## src/rtl/mxbus_pkg.sv

```systemverilog
package mxbus_pkg;

    localparam int ADDR_W    = 16;
    localparam int DATA_W    = 16;
    localparam int BYTE_W    = 8;
    localparam int WAIT_W    = 3;
    localparam int AREA_BITS = 2;
    localparam int AREA_NUM  = 1 << AREA_BITS;

    typedef enum logic {
        SZ_BYTE = 1'b0,
        SZ_HALF = 1'b1
    } size_e;

    typedef enum logic [1:0] {
        PH_IDLE = 2'd0,
        PH_ADDR = 2'd1,
        PH_STRB = 2'd2,
        PH_DONE = 2'd3
    } phase_e;

    typedef struct packed {
        logic [ADDR_W-1:0] addr;
        logic [DATA_W-1:0] wdata;
        size_e             size;
        logic              write;
        logic              bus8;
        logic              little;
        logic [WAIT_W-1:0] waits;
    } xfer_t;

    // Pins carried by one write beat.
    function automatic logic [DATA_W-1:0] lane_pack(
        input logic              bus8,
        input logic              little,
        input size_e             size,
        input logic              a0,
        input logic              beat,
        input logic [DATA_W-1:0] v
    );
        logic [BYTE_W-1:0] lo;
        logic [BYTE_W-1:0] hi;
        logic [BYTE_W-1:0] pick;
        logic [DATA_W-1:0] res;
        lo = v[BYTE_W-1:0];
        hi = v[DATA_W-1:BYTE_W];
        if (bus8) begin
            if (size == SZ_BYTE) pick = lo;
            else                 pick = (beat ^ little) ? lo : hi;
            res = {{BYTE_W{1'b0}}, pick};
        end else if (size == SZ_BYTE) begin
            res = a0 ? {{BYTE_W{1'b0}}, lo} : {lo, {BYTE_W{1'b0}}};
        end else begin
            res = little ? {lo, hi} : v;
        end
        return res;
    endfunction

    // Read word assembled from the pins of the final beat and the held byte.
    function automatic logic [DATA_W-1:0] lane_unpack(
        input logic              bus8,
        input logic              little,
        input size_e             size,
        input logic              a0,
        input logic [BYTE_W-1:0] held,
        input logic [DATA_W-1:0] din
    );
        logic [BYTE_W-1:0] lo;
        logic [BYTE_W-1:0] hi;
        logic [DATA_W-1:0] res;
        lo = din[BYTE_W-1:0];
        hi = din[DATA_W-1:BYTE_W];
        if (bus8) begin
            if (size == SZ_BYTE) res = {{BYTE_W{1'b0}}, lo};
            else                 res = little ? {lo, held} : {held, lo};
        end else if (size == SZ_BYTE) begin
            res = {{BYTE_W{1'b0}}, (a0 ? lo : hi)};
        end else begin
            res = little ? {lo, hi} : din;
        end
        return res;
    endfunction

endpackage

```

## src/rtl/mxbus_area_wait.sv

```systemverilog
module mxbus_area_wait
    import mxbus_pkg::*;
#(
    parameter int AREAS_LOG = AREA_BITS,
    parameter int CNT_W     = WAIT_W,
    localparam int AREAS    = 1 << AREAS_LOG
) (
    input  logic [AREAS_LOG-1:0]   area,
    input  logic [AREAS*CNT_W-1:0] cfg_wait,
    output logic [CNT_W-1:0]       wait_sel
);

    logic [CNT_W-1:0] field [AREAS];

    for (genvar k = 0; k < AREAS; k++) begin : g_field
        assign field[k] = cfg_wait[k*CNT_W +: CNT_W];
    end

    always_comb begin
        wait_sel = '0;
        for (int k = 0; k < AREAS; k++) begin
            if (area == AREAS_LOG'(k)) wait_sel = field[k];
        end
    end

endmodule

```

## src/rtl/mxbus_lane.sv

```systemverilog
module mxbus_lane
    import mxbus_pkg::*;
(
    input  logic [ADDR_W-1:0] addr,
    input  logic [DATA_W-1:0] wdata,
    input  size_e             size,
    input  logic              bus8,
    input  logic              little,
    input  logic              beat,
    input  logic [BYTE_W-1:0] held,
    input  logic [DATA_W-1:0] din,
    output logic [ADDR_W-1:0] beat_addr,
    output logic [DATA_W-1:0] wr_lanes,
    output logic [DATA_W-1:0] rd_word
);

    always_comb begin
        if (size == SZ_HALF) beat_addr = {addr[ADDR_W-1:1], beat};
        else                 beat_addr = addr;
    end

    always_comb begin
        wr_lanes = lane_pack(bus8, little, size, beat_addr[0], beat, wdata);
        rd_word  = lane_unpack(bus8, little, size, addr[0], held, din);
    end

    // the upper lane stays quiet on the narrow bus
    always_comb begin
        if (bus8) begin
            a_r8_upper_lane_zero: assert (wr_lanes[DATA_W-1:BYTE_W] == '0);
        end
    end

endmodule

```

## src/rtl/mxbus_seq.sv

```systemverilog
module mxbus_seq
    import mxbus_pkg::*;
(
    input  logic              clk,
    input  logic              rst,
    input  logic              req_valid,
    input  xfer_t             req_in,
    input  logic [DATA_W-1:0] rd_word,
    input  logic [BYTE_W-1:0] din_lo,
    output phase_e            phase,
    output xfer_t             cur,
    output logic              beat,
    output logic [BYTE_W-1:0] held,
    output logic [DATA_W-1:0] rdata
);

    logic [WAIT_W-1:0] wcnt;
    logic              two_beats;
    logic              last_strb;

    assign two_beats = cur.bus8 && (cur.size == SZ_HALF);
    assign last_strb = (phase == PH_STRB) && (wcnt == '0);

    always_ff @(posedge clk) begin
        if (rst) begin
            phase <= PH_IDLE;
            cur   <= '0;
            beat  <= 1'b0;
            wcnt  <= '0;
            held  <= '0;
            rdata <= '0;
        end else begin
            case (phase)
                PH_IDLE: begin
                    if (req_valid) begin
                        cur   <= req_in;
                        beat  <= 1'b0;
                        phase <= PH_ADDR;
                    end
                end
                PH_ADDR: begin
                    wcnt  <= cur.waits;
                    phase <= PH_STRB;
                end
                PH_STRB: begin
                    if (last_strb) begin
                        if (two_beats && !beat) begin
                            if (!cur.write) held <= din_lo;
                            beat  <= 1'b1;
                            phase <= PH_ADDR;
                        end else begin
                            if (!cur.write) rdata <= rd_word;
                            phase <= PH_DONE;
                        end
                    end else begin
                        wcnt <= wcnt - 1'b1;
                    end
                end
                default: phase <= PH_IDLE;
            endcase
        end
    end

    // Length of the current strobe run, kept for the checks below.
    logic [WAIT_W:0] run_q;
    always_ff @(posedge clk) begin
        if (rst)                   run_q <= '0;
        else if (phase == PH_STRB) run_q <= run_q + 1'b1;
        else                       run_q <= '0;
    end

    // strobe keeps going until it has lasted 1+W cycles
    a_r3_strobe_holds: assert property (@(posedge clk) disable iff (rst)
        (phase == PH_STRB && run_q < {1'b0, cur.waits}) |=> (phase == PH_STRB));

    // and then it stops
    a_r3_strobe_ends: assert property (@(posedge clk) disable iff (rst)
        (phase == PH_STRB && run_q == {1'b0, cur.waits}) |=> (phase != PH_STRB));

    // the latched transfer does not move while busy
    a_r9_latched_stable: assert property (@(posedge clk) disable iff (rst)
        (phase != PH_IDLE && $past(phase) != PH_IDLE) |-> $stable(cur));

    // a second beat only exists for a split access
    a_r8_second_beat: assert property (@(posedge clk) disable iff (rst)
        beat |-> two_beats);

endmodule

```

## src/rtl/mxbus_ctrl.sv

```systemverilog
module mxbus_ctrl
    import mxbus_pkg::*;
#(
    parameter int AREAS_LOG = AREA_BITS,
    localparam int AREAS    = 1 << AREAS_LOG
) (
    input  logic                    clk,
    input  logic                    rst,
    input  logic                    req_valid,
    input  logic [ADDR_W-1:0]       req_addr,
    input  logic [DATA_W-1:0]       req_wdata,
    input  logic                    req_half,
    input  logic                    req_write,
    input  logic                    cfg_bus8,
    input  logic                    cfg_little,
    input  logic [AREAS*WAIT_W-1:0] cfg_wait,
    input  logic [DATA_W-1:0]       bus_ad_in,
    output logic [DATA_W-1:0]       bus_ad_out,
    output logic                    bus_ad_oe,
    output logic                    bus_ale,
    output logic                    bus_rd,
    output logic                    bus_wr,
    output logic [DATA_W-1:0]       rsp_rdata,
    output logic                    rsp_done
);

    logic [WAIT_W-1:0] area_wait;
    xfer_t             req_x;
    xfer_t             cur;
    phase_e            phase;
    logic              beat;
    logic [BYTE_W-1:0] held;
    logic [ADDR_W-1:0] beat_addr;
    logic [DATA_W-1:0] wr_lanes;
    logic [DATA_W-1:0] rd_word;

    mxbus_area_wait #(
        .AREAS_LOG (AREAS_LOG),
        .CNT_W     (WAIT_W)
    ) u_area (
        .area     (req_addr[ADDR_W-1 -: AREAS_LOG]),
        .cfg_wait (cfg_wait),
        .wait_sel (area_wait)
    );

    always_comb begin
        req_x.addr   = req_addr;
        req_x.wdata  = req_wdata;
        req_x.size   = req_half ? SZ_HALF : SZ_BYTE;
        req_x.write  = req_write;
        req_x.bus8   = cfg_bus8;
        req_x.little = cfg_little;
        req_x.waits  = area_wait;
    end

    mxbus_seq u_seq (
        .clk       (clk),
        .rst       (rst),
        .req_valid (req_valid),
        .req_in    (req_x),
        .rd_word   (rd_word),
        .din_lo    (bus_ad_in[BYTE_W-1:0]),
        .phase     (phase),
        .cur       (cur),
        .beat      (beat),
        .held      (held),
        .rdata     (rsp_rdata)
    );

    mxbus_lane u_lane (
        .addr      (cur.addr),
        .wdata     (cur.wdata),
        .size      (cur.size),
        .bus8      (cur.bus8),
        .little    (cur.little),
        .beat      (beat),
        .held      (held),
        .din       (bus_ad_in),
        .beat_addr (beat_addr),
        .wr_lanes  (wr_lanes),
        .rd_word   (rd_word)
    );

    always_comb begin
        bus_ale  = (phase == PH_ADDR);
        bus_rd   = (phase == PH_STRB) && !cur.write;
        bus_wr   = (phase == PH_STRB) &&  cur.write;
        rsp_done = (phase == PH_DONE);
        bus_ad_oe = bus_ale || bus_wr;
        if (bus_ale)     bus_ad_out = beat_addr;
        else if (bus_wr) bus_ad_out = wr_lanes;
        else             bus_ad_out = '0;
    end

    // strobes exclusive
    a_r4_strobe_exclusive: assert property (@(posedge clk) disable iff (rst)
        !(bus_rd && bus_wr));

    // pins released while the device drives them
    a_r4_read_released: assert property (@(posedge clk) disable iff (rst)
        bus_rd |-> !bus_ad_oe);

    // address latch pulse is one cycle and a strobe follows it
    a_r2_ale_then_strobe: assert property (@(posedge clk) disable iff (rst)
        bus_ale |=> (!bus_ale && (bus_rd || bus_wr)));

    // done is a single pulse right after a strobe
    a_r5_done_single: assert property (@(posedge clk) disable iff (rst)
        rsp_done |=> !rsp_done);

    a_r5_done_after_strobe: assert property (@(posedge clk) disable iff (rst)
        rsp_done |-> $past(bus_rd || bus_wr));

endmodule

```

## config.mk

```make
export PLATFORM = sky130hd
export DESIGN_NAME = mxbus_ctrl
export DESIGN_NICKNAME = d
export VERILOG_FILES = /design/src/rtl/mxbus_pkg.sv /design/src/rtl/mxbus_area_wait.sv /design/src/rtl/mxbus_lane.sv /design/src/rtl/mxbus_seq.sv /design/src/rtl/mxbus_ctrl.sv
export SDC_FILE = /design/constraint.sdc
export NUM_CORES = 1
export LEC_CHECK = 0
export ABC_AREA = 1
export CORE_MARGIN = 10
export CORE_UTILIZATION = 55
export CTS_BUF_LIST = sky130_fd_sc_hd__clkbuf_4
export DETAILED_ROUTE_END_ITERATION = 7
export PLACE_DENSITY = 0.88
export SLEW_MARGIN = 10
export SYNTH_ARGS = -nofsm -noshare
export SYNTH_HDL_FRONTEND = slang
export SYNTH_SLANG_ARGS = --single-unit
```

## constraint.sdc

```tcl
create_clock -name clk -period 4 [get_ports clk]
set_input_delay 0.4 -clock clk [delete_from_list [all_inputs] [get_ports clk]]
set_output_delay 0.4 -clock clk [all_outputs]
set_load 0.01 [all_outputs]
```

* After elaboration in Yosys (flattened, before gate mapping) *
Cells that the tools add are included.

word-level totals
  output and inout bits = 37
  bits in registers = 69
  bits of input ports = 67
  logic and storage cells = 75

cells by class
  add/sub/neg operators = 1
  mux-type cells = 30
  bitwise logic cells = 3
  eq/ne operators = 10
  reductions and logical operators = 19

operators with widths
  kind                 count
  $mux 16              11
  $mux 8               3
  $mux 3               5
  $reduce_and 4->1     3
  $eq 2x2->1 const B   4
  $mux 2               3
  $pmux 2 s3           1
  $pmux 3 s2           1
  $reduce_and 2->1     3
  $logic_and 1x1->1    5
  $mux 1               5
  $eq 2x1->1 const B   2
  $logic_not 2->1      2
  $ne 2x1->1 const B   2
  $ne 2x2->1 const B   2
  $reduce_bool 2->1    2
  $logic_not 3->1      1
  $sub 3x1->3 const B  1
  $logic_not 1->1      2
  $not 1->1            2
  $pmux 1 s2           1
  $logic_or 1x1->1     1
  $xor 1x1->1          1

* Logic depth before layout (Yosys ltp) *
  word-level depth = 6
  gate-level depth with buffers = 10
  depth with buffers taken out = 9

* Cells and area by module *
From an unflattened synthesis, not the netlist that was laid out.

unflattened totals
  cells, all modules = 720
  area total of the unflattened synthesis = 4444.3 µm²

modules (own cells, without submodules)
  module           times used  area each (µm²)  seq. area each (µm²)  cells each
  mxbus_seq        1           2796.4           1381.3                391
  mxbus_lane       1           1213.7           0.0                   245
  mxbus_ctrl       1           321.6            0.0                   64
  mxbus_area_wait  1           112.6            0.0                   20

* Worst setup path before layout *
No wires, ideal clock.

  path kind = register to output
  start = register u_seq.phase[1]
  end = output bus_ad_out[10]
  path slack = 2.362 ns
  path buffers = 0
  required time = 3.600 ns
  arrival = 1.238 ns
  cell stages (with the launch flop) = 5
  cell sequence = dfxtp_1 -> nand2_4 -> nor2_2 -> nand3_1 -> o21ai_0

between the ends
  word-level cells in the longest chain between the ends = 4
  elaborated cells between the ends (all ways) = 5

ends and longest elaborated chain
  element                 RTL line          text
  from (decl)             mxbus_seq.sv:10   output phase_e phase,
  from (signal assigned)  mxbus_seq.sv:26   phase <= PH_IDLE;
  from (signal assigned)  mxbus_seq.sv:38   phase <= PH_ADDR;
  from (signal assigned)  mxbus_seq.sv:43   phase <= PH_STRB;
  $eq 2x2->1              mxbus_ctrl.sv:87  bus_wr = (phase == PH_STRB) && cur.write;
  $logic_and 1x1->1       mxbus_ctrl.sv:87
  named net bus_wr        mxbus_ctrl.sv:22  output logic bus_wr,
  $mux 16                 mxbus_ctrl.sv:91  else if (bus_wr) bus_ad_out = wr_lanes;
  $mux 16                 mxbus_ctrl.sv:90  if (bus_ale) bus_ad_out = beat_addr;
  to (decl)               mxbus_ctrl.sv:18  output logic [DATA_W-1:0] bus_ad_out,

The timed path passes the listed nets, and every way through them passes these cells.

* Final worst setup path *
  start = register, netlist name u_seq.cur[4]
  end = output bus_ad_out[15]

between the ends
  word-level cells in the longest chain between the ends = 3

ends and longest elaborated chain
  element  RTL line          text
  $mux 16  mxbus_pkg.sv:47   if (bus8) begin
  $mux 16  mxbus_ctrl.sv:91
  $mux 16  mxbus_ctrl.sv:90

Every way passes these cells.

==> results.cfg <==
[cells_and_area]
final_cell_mix = nand2_1, nor2_1, clkdlybuf4s50_1
diodes = 0
final_nets = 882
drive_gt1_share_pct = 3.31
final_util_pct = 72.3
layout_commonest_cell = nand2_1
synthToLayoutAreaGrowth_pct = 26.3

[global_routing]
grt.total_usage_pct = 22.0
antenna_found_initial = 0
grt_max_degree = 58
grt_pass1_vias = 4545
grt_pass1_wl_mm = 20.9
gr-total-overflow = 0

[run]
maxCapViolCount = 0

[detailed_routing]
drt_pass1_iterations = 5
wire_per_inst_um = 14.0
vias_per_cell = 5.15
antenna_left = 0
drt_wl_total_mm = 12.8
drtIter0Drc = 370
vias = 4705
drc = 0

[power_and_ir_drop]
cellLeakagePower_nw = 2.59
power_density_nw_per_um2 = 352
pwr-share-comb_pct = 32.8
seqPwrFrac_pct = 44.5
switchingPower_uw = 677
ir_drop_v = 0.000243
pwr-share-clk_pct = 22.7
swShare_pct = 36.2
internal_power_mw = 1.19

[floorplanning]
io_pins = 104
rows = 31
initial_core_util_pct = 57.3
die_area_sq_um = 11500
core_sq_um = 7330
die_w_um = 107
die_h_um = 107

[worst_setup_path]
slowest_stage = inv_1
end_kind = output pin
worst-path-max-fanout = 25
worstPathRequired_ns = 3.60
critPathTopFamily = buffers and inverters
critPathKind = reg -> out
max_stage_delay_ns = 0.59
cp-start-kind = flop
path_buf_inv = 2
cp.arrival_ns = 2.77
path_cells = inv_1, nand3_1, o21ai_0, clkdlybuf4s50_1

[sta]
fmax_mhz = 315
max_slew.worst_pin.slew_ns = 0.694
finalSetupTns_ns = 0
hold_violations = 0
maxSlewViolCount = 0
min_period_ns = 3.17
slew_headroom_pct = 53.7
fin_crit_sh_pct = 79.3
rsz0062_at_grt = false
whs_ns = 0.494
worst_slack_ns = 0.828
skew_ns = 0.00802
setup_violations = 0

[clocking]
cts.sinks = 69
path_clk_slew_ns = 0.11
cts_max_level = 3
cts_root_buf = clkbuf_4
post_cts.repair.setup_buffers = 0
cts_tree = built
cts_resized = 0
cts_hold_buffers = 0
clkLatencyLatePin_ns = 0.42
numCtsBuffers = 9
clockBufferDepth = 2

[yosys]
seq_area_frac_synth_pct = 32.9
synth_cell_types = 23
yosys_warnings = 0
syn_area_sq_um = 4200
synth_fp_nets = 800
yosys_register_bits = 69
syn_inst = 731
syn_area_per_cell_sq_um = 5.74

[place]
place_ws_ns = 1.30
io_buffers = 103
dp_hpwl_mm = 9.70
place.gp.congestion = 0.912

[worst_hold_path]
hold_path.class = reg -> reg

[outcome]
status = complete, no violations
[per-layer routing]
layer  up-vias  share of wire [%]  routed length (um)  track usage [%]
li1       2404                  -                   -                -
met3        26                 10                1310             8.08
met1      2074                 41                5320             24.9
met2       201                 46                5920             37.0
met5         -                  0                   0                0
met4         0                2.3                 294             8.40
[layout make-up]
type,instances,area (sq um)
clock buffers,9,67.6
clock inverters,4,42.5
fillers,625,2030
inverters,85,319
multi-input cells,542,2310
flip-flops and latches,69,1380
well taps,99,124
repair buffers,106,1050
[kinds of logic (layout without fill, tap and decap cells)]
family	after synthesis	in the layout	share of synthesized area (%)
DFF	69	69	32.9
buffers and inverters	120	204	12.0
and+or+nand+nor	419	419	40.0
AOI/OAI and AO/OA	120	120	14.4
adders and majority gates	2	2	0.596
xor gates and xnor gates	1	1	0.209
[cell usage after synthesis, drive strengths merged]
cell	count	share of area, %
buf	18	2.9
o211ai	1	0.18
nand2	256	23
nand3	31	4.4
a21oi	37	4.4
o21ai	82	9.8
clkinv	1	0.089
nor2	131	12
xor2	1	0.21
clkbuf	17	1.5
ha	2	0.60
or2	1	0.15
inv	84	7.5
dfxtp	69	33
[per-stage QoR]
step | cells | power (mW) | area (sq um)
floorplan | 731 | 1.23 | 4200
CTS | 914 | 1.87 | 5300
global route | 914 | 1.99 | 5300
detailed placement | 901 | 1.45 | 5190
finish | 914 | 1.87 | 5300
global placement | 901 | 1.44 | 5190
[power by group through the flow]
stage	Sequential [mW]	Clock (mW)	Combinational, mW
floorplan	0.831	0	0.395
global placement	0.843	0	0.595
detailed placement	0.846	0	0.608
CTS	0.830	0.431	0.611
global route	0.842	0.456	0.691
finish	0.831	0.424	0.612
[final timing paths]
path / endpoint / start / slack [ns] / depth (start not counted)
setup reg to reg: u_seq.cur[0]$_SDFFE_PP0P_ / u_seq.phase[1]$_SDFFE_PP0P_ / 1.87 / 5
hold / removal: u_seq.cur[35]$_SDFFE_PP0P_ / u_seq.cur[35]$_SDFFE_PP0P_ / 0.49 / 2
setup / recovery: bus_ad_out[15] / u_seq.cur[4]$_SDFFE_PP0P_ / 0.83 / 4
hold reg to reg: u_seq.cur[35]$_SDFFE_PP0P_ / u_seq.cur[35]$_SDFFE_PP0P_ / 0.49 / 2
[flip-flops by register name, summed over array words and instances, names as in the netlist]
name and cells:
u_seq.phase 2, u_seq.cur 39, u_seq.rdata 16, u_seq.beat 1, u_seq.held 8, u_seq.wcnt 3
[worst reg2reg max path: stages, from the launching register on]
cell     delay [ns]
dfxtp_1        0.39
inv_1          0.11
nand3_2        0.51
inv_2          0.74
o21ai_0        0.18
a21oi_1        0.15
Note: power is estimated with default switching activity, not from simulation.
